**src/rtl/eacyc_pkg.sv**
```systemverilog
package eacyc_pkg;
  localparam int AW = 16;
  localparam int DW = 8;
  localparam int CW = 4;
  localparam int MW = 4;

  localparam logic [MW-1:0] M_IMM    = 4'd0;
  localparam logic [MW-1:0] M_ZP     = 4'd1;
  localparam logic [MW-1:0] M_ZPX    = 4'd2;
  localparam logic [MW-1:0] M_ZPY    = 4'd3;
  localparam logic [MW-1:0] M_ABS    = 4'd4;
  localparam logic [MW-1:0] M_ABSX   = 4'd5;
  localparam logic [MW-1:0] M_ABSY   = 4'd6;
  localparam logic [MW-1:0] M_INDX   = 4'd7;
  localparam logic [MW-1:0] M_INDY   = 4'd8;
  localparam logic [MW-1:0] M_JIND   = 4'd9;
  localparam logic [MW-1:0] M_BRANCH = 4'd10;

  localparam logic [1:0] K_READ  = 2'd0;
  localparam logic [1:0] K_STORE = 2'd1;

  typedef enum logic [1:0] {S_IDLE, S_LO, S_HI, S_FIN} fetch_st_e;

  // Zero-page address: the sum keeps only its low byte
  function automatic logic [AW-1:0] zp_add(input logic [DW-1:0] a, input logic [DW-1:0] b);
    logic [DW-1:0] s;
    s = a + b;
    return {{(AW-DW){1'b0}}, s};
  endfunction

  function automatic logic page_differs(input logic [AW-1:0] a, input logic [AW-1:0] b);
    return a[AW-1:DW] != b[AW-1:DW];
  endfunction

  // Next byte within the same page (low byte wraps, high byte kept)
  function automatic logic [AW-1:0] same_page_next(input logic [AW-1:0] p);
    logic [DW-1:0] lo;
    lo = p[DW-1:0] + 1'b1;
    return {p[AW-1:DW], lo};
  endfunction

  function automatic logic [AW-1:0] rel_target(input logic [AW-1:0] pc, input logic [DW-1:0] off);
    return pc + {{(AW-DW){off[DW-1]}}, off};
  endfunction

  function automatic logic uses_ptr(input logic [MW-1:0] m);
    return (m == M_INDX) || (m == M_INDY) || (m == M_JIND);
  endfunction

  function automatic logic may_cross(input logic [MW-1:0] m, input logic [1:0] k);
    return ((m == M_ABSX) || (m == M_ABSY) || (m == M_INDY)) && (k == K_READ);
  endfunction

  function automatic logic [CW-1:0] base_cycles(input logic [MW-1:0] m, input logic [1:0] k);
    logic rmw;
    logic st;
    rmw = k[1];
    st  = (k == K_STORE);
    case (m)
      M_ZP:                 return rmw ? 4'd5 : 4'd3;
      M_ZPX, M_ZPY, M_ABS:  return rmw ? 4'd6 : 4'd4;
      M_ABSX, M_ABSY:       return rmw ? 4'd7 : (st ? 4'd5 : 4'd4);
      M_INDX:               return rmw ? 4'd8 : 4'd6;
      M_INDY:               return rmw ? 4'd8 : (st ? 4'd6 : 4'd5);
      M_JIND:               return 4'd5;
      default:              return 4'd2;
    endcase
  endfunction
endpackage

```
**src/rtl/eacyc_addr.sv**
```systemverilog
module eacyc_addr
  import eacyc_pkg::*;
(
  input  logic [MW-1:0] mode_i,
  input  logic [DW-1:0] lo_i,
  input  logic [DW-1:0] hi_i,
  input  logic [DW-1:0] x_i,
  input  logic [DW-1:0] y_i,
  input  logic [AW-1:0] pc_i,
  input  logic [AW-1:0] ptr_i,
  output logic [AW-1:0] ea_o,
  output logic [AW-1:0] base_o,
  output logic          cross_o
);
  logic [AW-1:0] abs_w;
  logic [AW-1:0] zp_w;

  assign abs_w = {hi_i, lo_i};
  assign zp_w  = zp_add(lo_i, '0);

  always_comb begin
    base_o = pc_i - 1'b1;
    ea_o   = pc_i - 1'b1;
    case (mode_i)
      M_ZP:     begin base_o = zp_w;  ea_o = zp_w;                end
      M_ZPX:    begin base_o = zp_w;  ea_o = zp_add(lo_i, x_i);   end
      M_ZPY:    begin base_o = zp_w;  ea_o = zp_add(lo_i, y_i);   end
      M_ABS:    begin base_o = abs_w; ea_o = abs_w;               end
      M_ABSX:   begin base_o = abs_w; ea_o = abs_w + {{(AW-DW){1'b0}}, x_i}; end
      M_ABSY:   begin base_o = abs_w; ea_o = abs_w + {{(AW-DW){1'b0}}, y_i}; end
      M_INDX:   begin base_o = ptr_i; ea_o = ptr_i;               end
      M_INDY:   begin base_o = ptr_i; ea_o = ptr_i + {{(AW-DW){1'b0}}, y_i}; end
      M_JIND:   begin base_o = abs_w; ea_o = ptr_i;               end
      M_BRANCH: begin base_o = pc_i;  ea_o = rel_target(pc_i, lo_i); end
      default:  ;
    endcase
  end

  assign cross_o = page_differs(base_o, ea_o);
endmodule

```
**src/rtl/eacyc_cycles.sv**
```systemverilog
module eacyc_cycles
  import eacyc_pkg::*;
(
  input  logic [MW-1:0] mode_i,
  input  logic [1:0]    kind_i,
  input  logic          cross_i,
  input  logic          taken_i,
  output logic          pen_taken_o,
  output logic          pen_page_o,
  output logic [CW-1:0] cycles_o
);
  logic is_branch;

  assign is_branch   = (mode_i == M_BRANCH);
  assign pen_taken_o = is_branch && taken_i;
  assign pen_page_o  = cross_i && (pen_taken_o || may_cross(mode_i, kind_i));
  assign cycles_o    = base_cycles(mode_i, kind_i) + CW'(pen_taken_o) + CW'(pen_page_o);
endmodule

```
**src/rtl/eacyc_fetch.sv**
```systemverilog
module eacyc_fetch
  import eacyc_pkg::*;
(
  input  logic          clk,
  input  logic          rst_n,
  input  logic          go_i,
  input  logic          need_ptr_i,
  input  logic [AW-1:0] first_addr_i,
  input  logic          mem_ack_i,
  input  logic [DW-1:0] mem_rdata_i,
  output logic          mem_req_o,
  output logic [AW-1:0] mem_addr_o,
  output logic [AW-1:0] ptr_o,
  output logic          finish_o,
  output logic          busy_o
);
  fetch_st_e state;
  logic [DW-1:0] byte_q [2];

  always_ff @(posedge clk or negedge rst_n) begin
    if (!rst_n) begin
      state <= S_IDLE;
    end else begin
      case (state)
        S_IDLE:  if (go_i) state <= need_ptr_i ? S_LO : S_FIN;
        S_LO:    if (mem_ack_i) state <= S_HI;
        S_HI:    if (mem_ack_i) state <= S_FIN;
        default: state <= S_IDLE;
      endcase
    end
  end

  genvar b;
  generate
    for (b = 0; b < 2; b++) begin : g_byte
      logic grab;
      assign grab = mem_ack_i && (state == ((b == 0) ? S_LO : S_HI));
      always_ff @(posedge clk or negedge rst_n) begin
        if (!rst_n)    byte_q[b] <= '0;
        else if (grab) byte_q[b] <= mem_rdata_i;
      end
    end
  endgenerate

  assign mem_req_o  = (state == S_LO) || (state == S_HI);
  assign mem_addr_o = (state == S_HI) ? same_page_next(first_addr_i) : first_addr_i;
  assign ptr_o      = {byte_q[1], byte_q[0]};
  assign finish_o   = (state == S_FIN);
  assign busy_o     = (state != S_IDLE);

  assert_req_hold_R12: assert property (@(posedge clk) disable iff (!rst_n)
    (mem_req_o && !mem_ack_i) |=> (mem_req_o && $stable(mem_addr_o)));

  assert_idle_quiet_R13: assert property (@(posedge clk) disable iff (!rst_n)
    !busy_o |-> !mem_req_o);
endmodule

```
**src/rtl/eacyc_unit.sv**
```systemverilog
module eacyc_unit
  import eacyc_pkg::*;
#(
  parameter int CYC_W = CW
) (
  input  logic             clk,
  input  logic             rst_n,
  input  logic             start_i,
  input  logic [3:0]       mode_i,
  input  logic [1:0]       kind_i,
  input  logic [7:0]       op_lo_i,
  input  logic [7:0]       op_hi_i,
  input  logic [7:0]       x_i,
  input  logic [7:0]       y_i,
  input  logic [15:0]      next_pc_i,
  input  logic             taken_i,
  output logic             busy_o,
  output logic             mem_req_o,
  output logic [15:0]      mem_addr_o,
  input  logic             mem_ack_i,
  input  logic [7:0]       mem_rdata_i,
  output logic             done_o,
  output logic [15:0]      ea_o,
  output logic [15:0]      base_o,
  output logic [CYC_W-1:0] cycles_o
);
  logic [MW-1:0] mode_q;
  logic [1:0]    kind_q;
  logic [DW-1:0] lo_q, hi_q, x_q, y_q;
  logic [AW-1:0] pc_q;
  logic          taken_q;

  logic          go, finish, cross_w, pen_page, pen_taken;
  logic [AW-1:0] first_addr, ptr_w, ea_w, base_w;
  logic [CW-1:0] cyc_w;

  logic [AW-1:0]    ea_q, base_q;
  logic [CYC_W-1:0] cyc_q;
  logic             done_q;

  assign go = start_i && !busy_o;

  always_ff @(posedge clk or negedge rst_n) begin
    if (!rst_n) begin
      mode_q <= '0; kind_q <= '0; lo_q <= '0; hi_q <= '0;
      x_q <= '0; y_q <= '0; pc_q <= '0; taken_q <= 1'b0;
    end else if (go) begin
      mode_q <= mode_i; kind_q <= kind_i; lo_q <= op_lo_i; hi_q <= op_hi_i;
      x_q <= x_i; y_q <= y_i; pc_q <= next_pc_i; taken_q <= taken_i;
    end
  end

  always_comb begin
    case (mode_q)
      M_INDX:  first_addr = zp_add(lo_q, x_q);
      M_INDY:  first_addr = zp_add(lo_q, '0);
      default: first_addr = {hi_q, lo_q};
    endcase
  end

  eacyc_fetch u_fetch (
    .clk          (clk),
    .rst_n        (rst_n),
    .go_i         (go),
    .need_ptr_i   (uses_ptr(mode_i)),
    .first_addr_i (first_addr),
    .mem_ack_i    (mem_ack_i),
    .mem_rdata_i  (mem_rdata_i),
    .mem_req_o    (mem_req_o),
    .mem_addr_o   (mem_addr_o),
    .ptr_o        (ptr_w),
    .finish_o     (finish),
    .busy_o       (busy_o)
  );

  eacyc_addr u_addr (
    .mode_i  (mode_q),
    .lo_i    (lo_q),
    .hi_i    (hi_q),
    .x_i     (x_q),
    .y_i     (y_q),
    .pc_i    (pc_q),
    .ptr_i   (ptr_w),
    .ea_o    (ea_w),
    .base_o  (base_w),
    .cross_o (cross_w)
  );

  eacyc_cycles u_cyc (
    .mode_i      (mode_q),
    .kind_i      (kind_q),
    .cross_i     (cross_w),
    .taken_i     (taken_q),
    .pen_taken_o (pen_taken),
    .pen_page_o  (pen_page),
    .cycles_o    (cyc_w)
  );

  always_ff @(posedge clk or negedge rst_n) begin
    if (!rst_n) begin
      ea_q <= '0; base_q <= '0; cyc_q <= '0; done_q <= 1'b0;
    end else begin
      done_q <= finish;
      if (finish) begin
        ea_q   <= ea_w;
        base_q <= base_w;
        cyc_q  <= CYC_W'(cyc_w);
      end
    end
  end

  assign done_o   = done_q;
  assign ea_o     = ea_q;
  assign base_o   = base_q;
  assign cycles_o = cyc_q;

  assert_done_pulse_R11: assert property (@(posedge clk) disable iff (!rst_n)
    done_q |=> !done_q);

  assert_zp_wrap_R2: assert property (@(posedge clk) disable iff (!rst_n)
    (done_q && (mode_q == M_ZPX || mode_q == M_ZPY)) |-> (ea_q[AW-1:DW] == '0));

  assert_cyc_range_R7: assert property (@(posedge clk) disable iff (!rst_n)
    done_q |-> (cyc_q >= CYC_W'(2) && cyc_q <= CYC_W'(8)));

  assert_no_pen_write_R8: assert property (@(posedge clk) disable iff (!rst_n)
    (done_q && kind_q != K_READ && mode_q != M_BRANCH) |-> (cyc_q == CYC_W'(base_cycles(mode_q, kind_q))));

  assert_branch_untaken_R9: assert property (@(posedge clk) disable iff (!rst_n)
    (done_q && mode_q == M_BRANCH && !taken_q) |-> (cyc_q == CYC_W'(2)));

  assert_no_mem_R10: assert property (@(posedge clk) disable iff (!rst_n)
    (busy_o && !uses_ptr(mode_q)) |-> !mem_req_o);

  assert_ignore_start_R1: assert property (@(posedge clk) disable iff (!rst_n)
    (busy_o && start_i) |=> ($stable(mode_q) && $stable(lo_q) && $stable(pc_q)));
endmodule

```
**config.mk**
```make
export PLATFORM = sky130hd
export DESIGN_NAME = eacyc_unit
export DESIGN_NICKNAME = d
export VERILOG_FILES = /design/src/rtl/eacyc_pkg.sv /design/src/rtl/eacyc_addr.sv /design/src/rtl/eacyc_cycles.sv /design/src/rtl/eacyc_fetch.sv /design/src/rtl/eacyc_unit.sv
export SDC_FILE = /design/constraint.sdc
export NUM_CORES = 1
export LEC_CHECK = 0
export BUFFER_PORTS_ARGS = -buffer_cell sky130_fd_sc_hd__buf_2
export CORE_MARGIN = 2
export CORE_UTILIZATION = 35
export CTS_CLUSTER_DIAMETER = 30
export DETAILED_ROUTE_END_ITERATION = 8
export PLACE_DENSITY = 0.62
export SETUP_SLACK_MARGIN = 0.5
export SKIP_CTS_REPAIR_TIMING = 1
export SKIP_LAST_GASP = 1
export SYNTH_ARGS = -nofsm -noshare
export SYNTH_HDL_FRONTEND = slang
export SYNTH_SLANG_ARGS = --single-unit
```
**constraint.sdc**
```tcl
create_clock -name clk -period 12.4 [get_ports clk]
set_input_delay 3.1 -clock clk [delete_from_list [all_inputs] [get_ports clk]]
set_output_delay 3.1 -clock clk [all_outputs]
set_load 0.05 [all_outputs]
```
==> results by group <==
Global routing
  – Pin count of the biggest net entering global routing: 68
  – Vias in the first global route: 7811
  – GRT Residual Overflow: 0
  – First-pass GRT wire length: 43700 um
  – All-layer global routing usage: 21.6%
  – Antenna violations before repair: 0

Yosys
  – YS warnings: 0
  – Count of state elements after synthesis: 110
  – Top FF cell, synth: dfrtp_1
  – Unique masters post-synth: 70
  – Syn Nets: 1094
  – Synthesized area: 0.00864 sq mm
  – Syn avg cell area: 8.85 sq um
  – EDFF count, synth: 0
  – Seq/Total Area, Yosys: 31.9%
  – Syn Inst Count: 976
  – Asr flop ratio synth: 100%

Setup path
  – CP Data Required Time: 9.30 ns
  – Max incr delay on CP: 0.71 ns
  – Critical path type: register to primary output
  – Slowest stage cell, crit path: dfrtp_1
  – Crit path buffers/inverters: 1
  – Startpoint class of the critical path: register
  – Critical path arrival: 3.75 ns
  – Max FO, Critical Path: 31
  – CP endpoint kind: primary output
  – Worst path top cell family by delay: simple AND/OR/NAND/NOR gates
  – Worst path cell trace: nor2b_1 > nand3_1 > o21ai_0 > ha_1 > nand2_1 > nor3_1 > xor2_1 > buf_2

Floorplanning
  – Die Span Y: 161 um
  – Starting Density: 35.6%
  – Rows: 57
  – CORE AREA: 0.0242 sq mm
  – Top-Level Pins: 122
  – Die width: 161 um
  – Die area: 0.0259 sq mm

Worst hold path
  – Min-Delay Path Class: register to register

Route
  – Via count: 7977
  – Final wirelength: 28000 um
  – DR WL/cell: 20.2 um
  – Vias per inst: 5.73
  – Antenna-violating nets left: 0
  – First DRT Iteration DRCs: 591
  – DRC viols: 0
  – First-pass DRT Iterations: 5

Timing
  – Minimum clock period: 6.85 ns
  – Hold_ws: 0.501 ns
  – Fin Clk Skew: 0.00809 ns
  – Worst Max-Slew Pin Slew: 0.961 ns
  – PnR worst setup slack: 5.55 ns
  – Final setup vio count: 0
  – Slew Viols, Final: 0
  – Normalized max-slew margin: 35.9%
  – Final Cycle Share: 55.2%
  – Setup TNS: 0 ns
  – Fmax: 146 MHz
  – Fin. Hold Viols: 0
  – Unrepaired setup endpoints after global routing: false

Clock tree
  – Worst skew pair latency: 0.37 ns
  – Sinks on Clock Net: 110
  – H-tree depth: 3
  – Clock tree buffer depth: 2
  – Num CTS Buffers: 9
  – Clock Pin Slew Worst Setup and Hold Paths: 0.07 ns
  – Clock tree root buffer cell: clkbuf_16
  – TritonCTS clock tree: done

Outcome
  – Outcome: finished, final reports clean

Place
  – Post-placement cell count: 1378
  – Pre-CTS WS: 5.96 ns
  – PortBufs: 121
  – Placer Congestion: 0.937
  – DPL Wire Length: 21100 um

Layout
  – Most frequent cells in the layout: buf_2, dfrtp_1, nand2_1
  – Syn-to-layout area delta: 13.6%
  – Fill cell count: 2505
  – N_diodes: 0
  – Nets: 1183
  – Most common cell after layout, fill and taps aside: buf_2
  – Final Instance Count excl. Fillers: 1392
  – Fraction of layout cells with a size suffix above 1: 22.5%

Job
  – MaxCap Viol Count: 0
==> kinds of logic (layout without fill, tap and decap cells) <==
family / after synthesis / count (layout) / share of synthesized area (%)
xor gates and xnor gates: 58 / 58 / 5.88
muxes: 98 / 98 / 12.6
AOI/OAI and AO/OA: 276 / 276 / 21.2
and+or+nand+nor: 281 / 281 / 16.1
adders and majority gates: 51 / 51 / 7.82
buffers and inverters: 102 / 194 / 4.45
DFF: 110 / 110 / 31.9
==> cell type report <==
class | instances | area [sq um] | share of cell area [%]
clock buffer | 11 | 243 | 2.47
clock inverter | 3 | 21.3 | 0.217
inverter | 45 | 169 | 1.72
tap | 324 | 405 | 4.13
sequential | 110 | 2750 | 28.1
timing repair buffer | 135 | 713 | 7.27
multi-input combinational | 764 | 5500 | 56.1
==> final timing paths <==
| kind | start | end | slack (ns) | cells after the start |
|---|---|---|---|---|
| max | mode_q[3] | mem_addr_o[4] | 5.55 | 8 |
| min | cycles_o[0] | cycles_o[0] | 0.50 | 1 |
| max reg2reg | mode_q[3] | cycles_o[1] | 6.10 | 17 |
| min reg2reg | cycles_o[0] | cycles_o[0] | 0.50 | 1 |
| max in group asynchronous | rst_n | y_q[3] | 8.38 | 2 |
| min in group asynchronous | rst_n | mode_q[1] | 2.73 | 1 |
==> Yosys cell counts (5+ instances only) <==
master | instances | area, sq um
xnor2_1 | 36 | 315
fa_1 | 5 | 100
mux2_2 | 81 | 912
a221oi_1 | 10 | 87.6
o211ai_1 | 10 | 75.1
a21o_1 | 16 | 120
xor2_1 | 22 | 193
nand2_1 | 101 | 379
clkbuf_1 | 50 | 188
o22ai_1 | 24 | 150
inv_1 | 45 | 169
a221o_1 | 17 | 170
a211oi_1 | 9 | 67.6
a21oi_1 | 81 | 405
ha_1 | 46 | 576
a31oi_1 | 6 | 37.5
o31ai_1 | 5 | 37.5
nand3_1 | 27 | 135
and2_1 | 6 | 37.5
nand2b_1 | 10 | 62.6
nor4_1 | 8 | 50.1
and3_1 | 14 | 87.6
nor2_1 | 51 | 191
buf_1 | 6 | 22.5
o21ai_0 | 48 | 240
nor3_1 | 15 | 75.1
mux2i_1 | 16 | 160
nand4_1 | 12 | 75.1
dfrtp_1 | 110 | 2750
nor2b_1 | 8 | 50.1
==> through the flow <==
step | cell area [sq um] | utilization (%)
2_1_floorplan | 8640 | -
3_3_place_gp | 9540 | 39.4
3_5_place_dp | 9540 | 39.4
4_1_cts | 9810 | 40.4
5_1_grt | 9810 | 40.4
6_report | 9810 | 40.4
==> registers in the layout, summed over array words and instances (netlist names) <==
name and count:
base_o 16, ea_o 16, pc_q 16, u_fetch.ptr_o 16, hi_q 8, lo_q 8
x_q 8, y_q 8, cycles_o 4, mode_q 4, kind_q 2, u_fetch.state 2
done_o 1, taken_q 1
==> per-layer routing <==
| metal | part of all wire [%] | up-vias | GRT usage (%) | routed length [um] |
|---|---|---|---|---|
| li1 | - | 3788 | - | - |
| met1 | 43 | 3853 | 27.0 | 12000 |
| met2 | 48 | 274 | 37.1 | 13500 |
| met3 | 5.9 | 62 | 4.31 | 1650 |
| met4 | 3.1 | 0 | 7.43 | 872 |
| met5 | 0 | - | 0 | 0 |
Power is left out: the tool's default activity adds up to more than one toggle a clock period on the data nets, which glitch-free logic cannot reach.
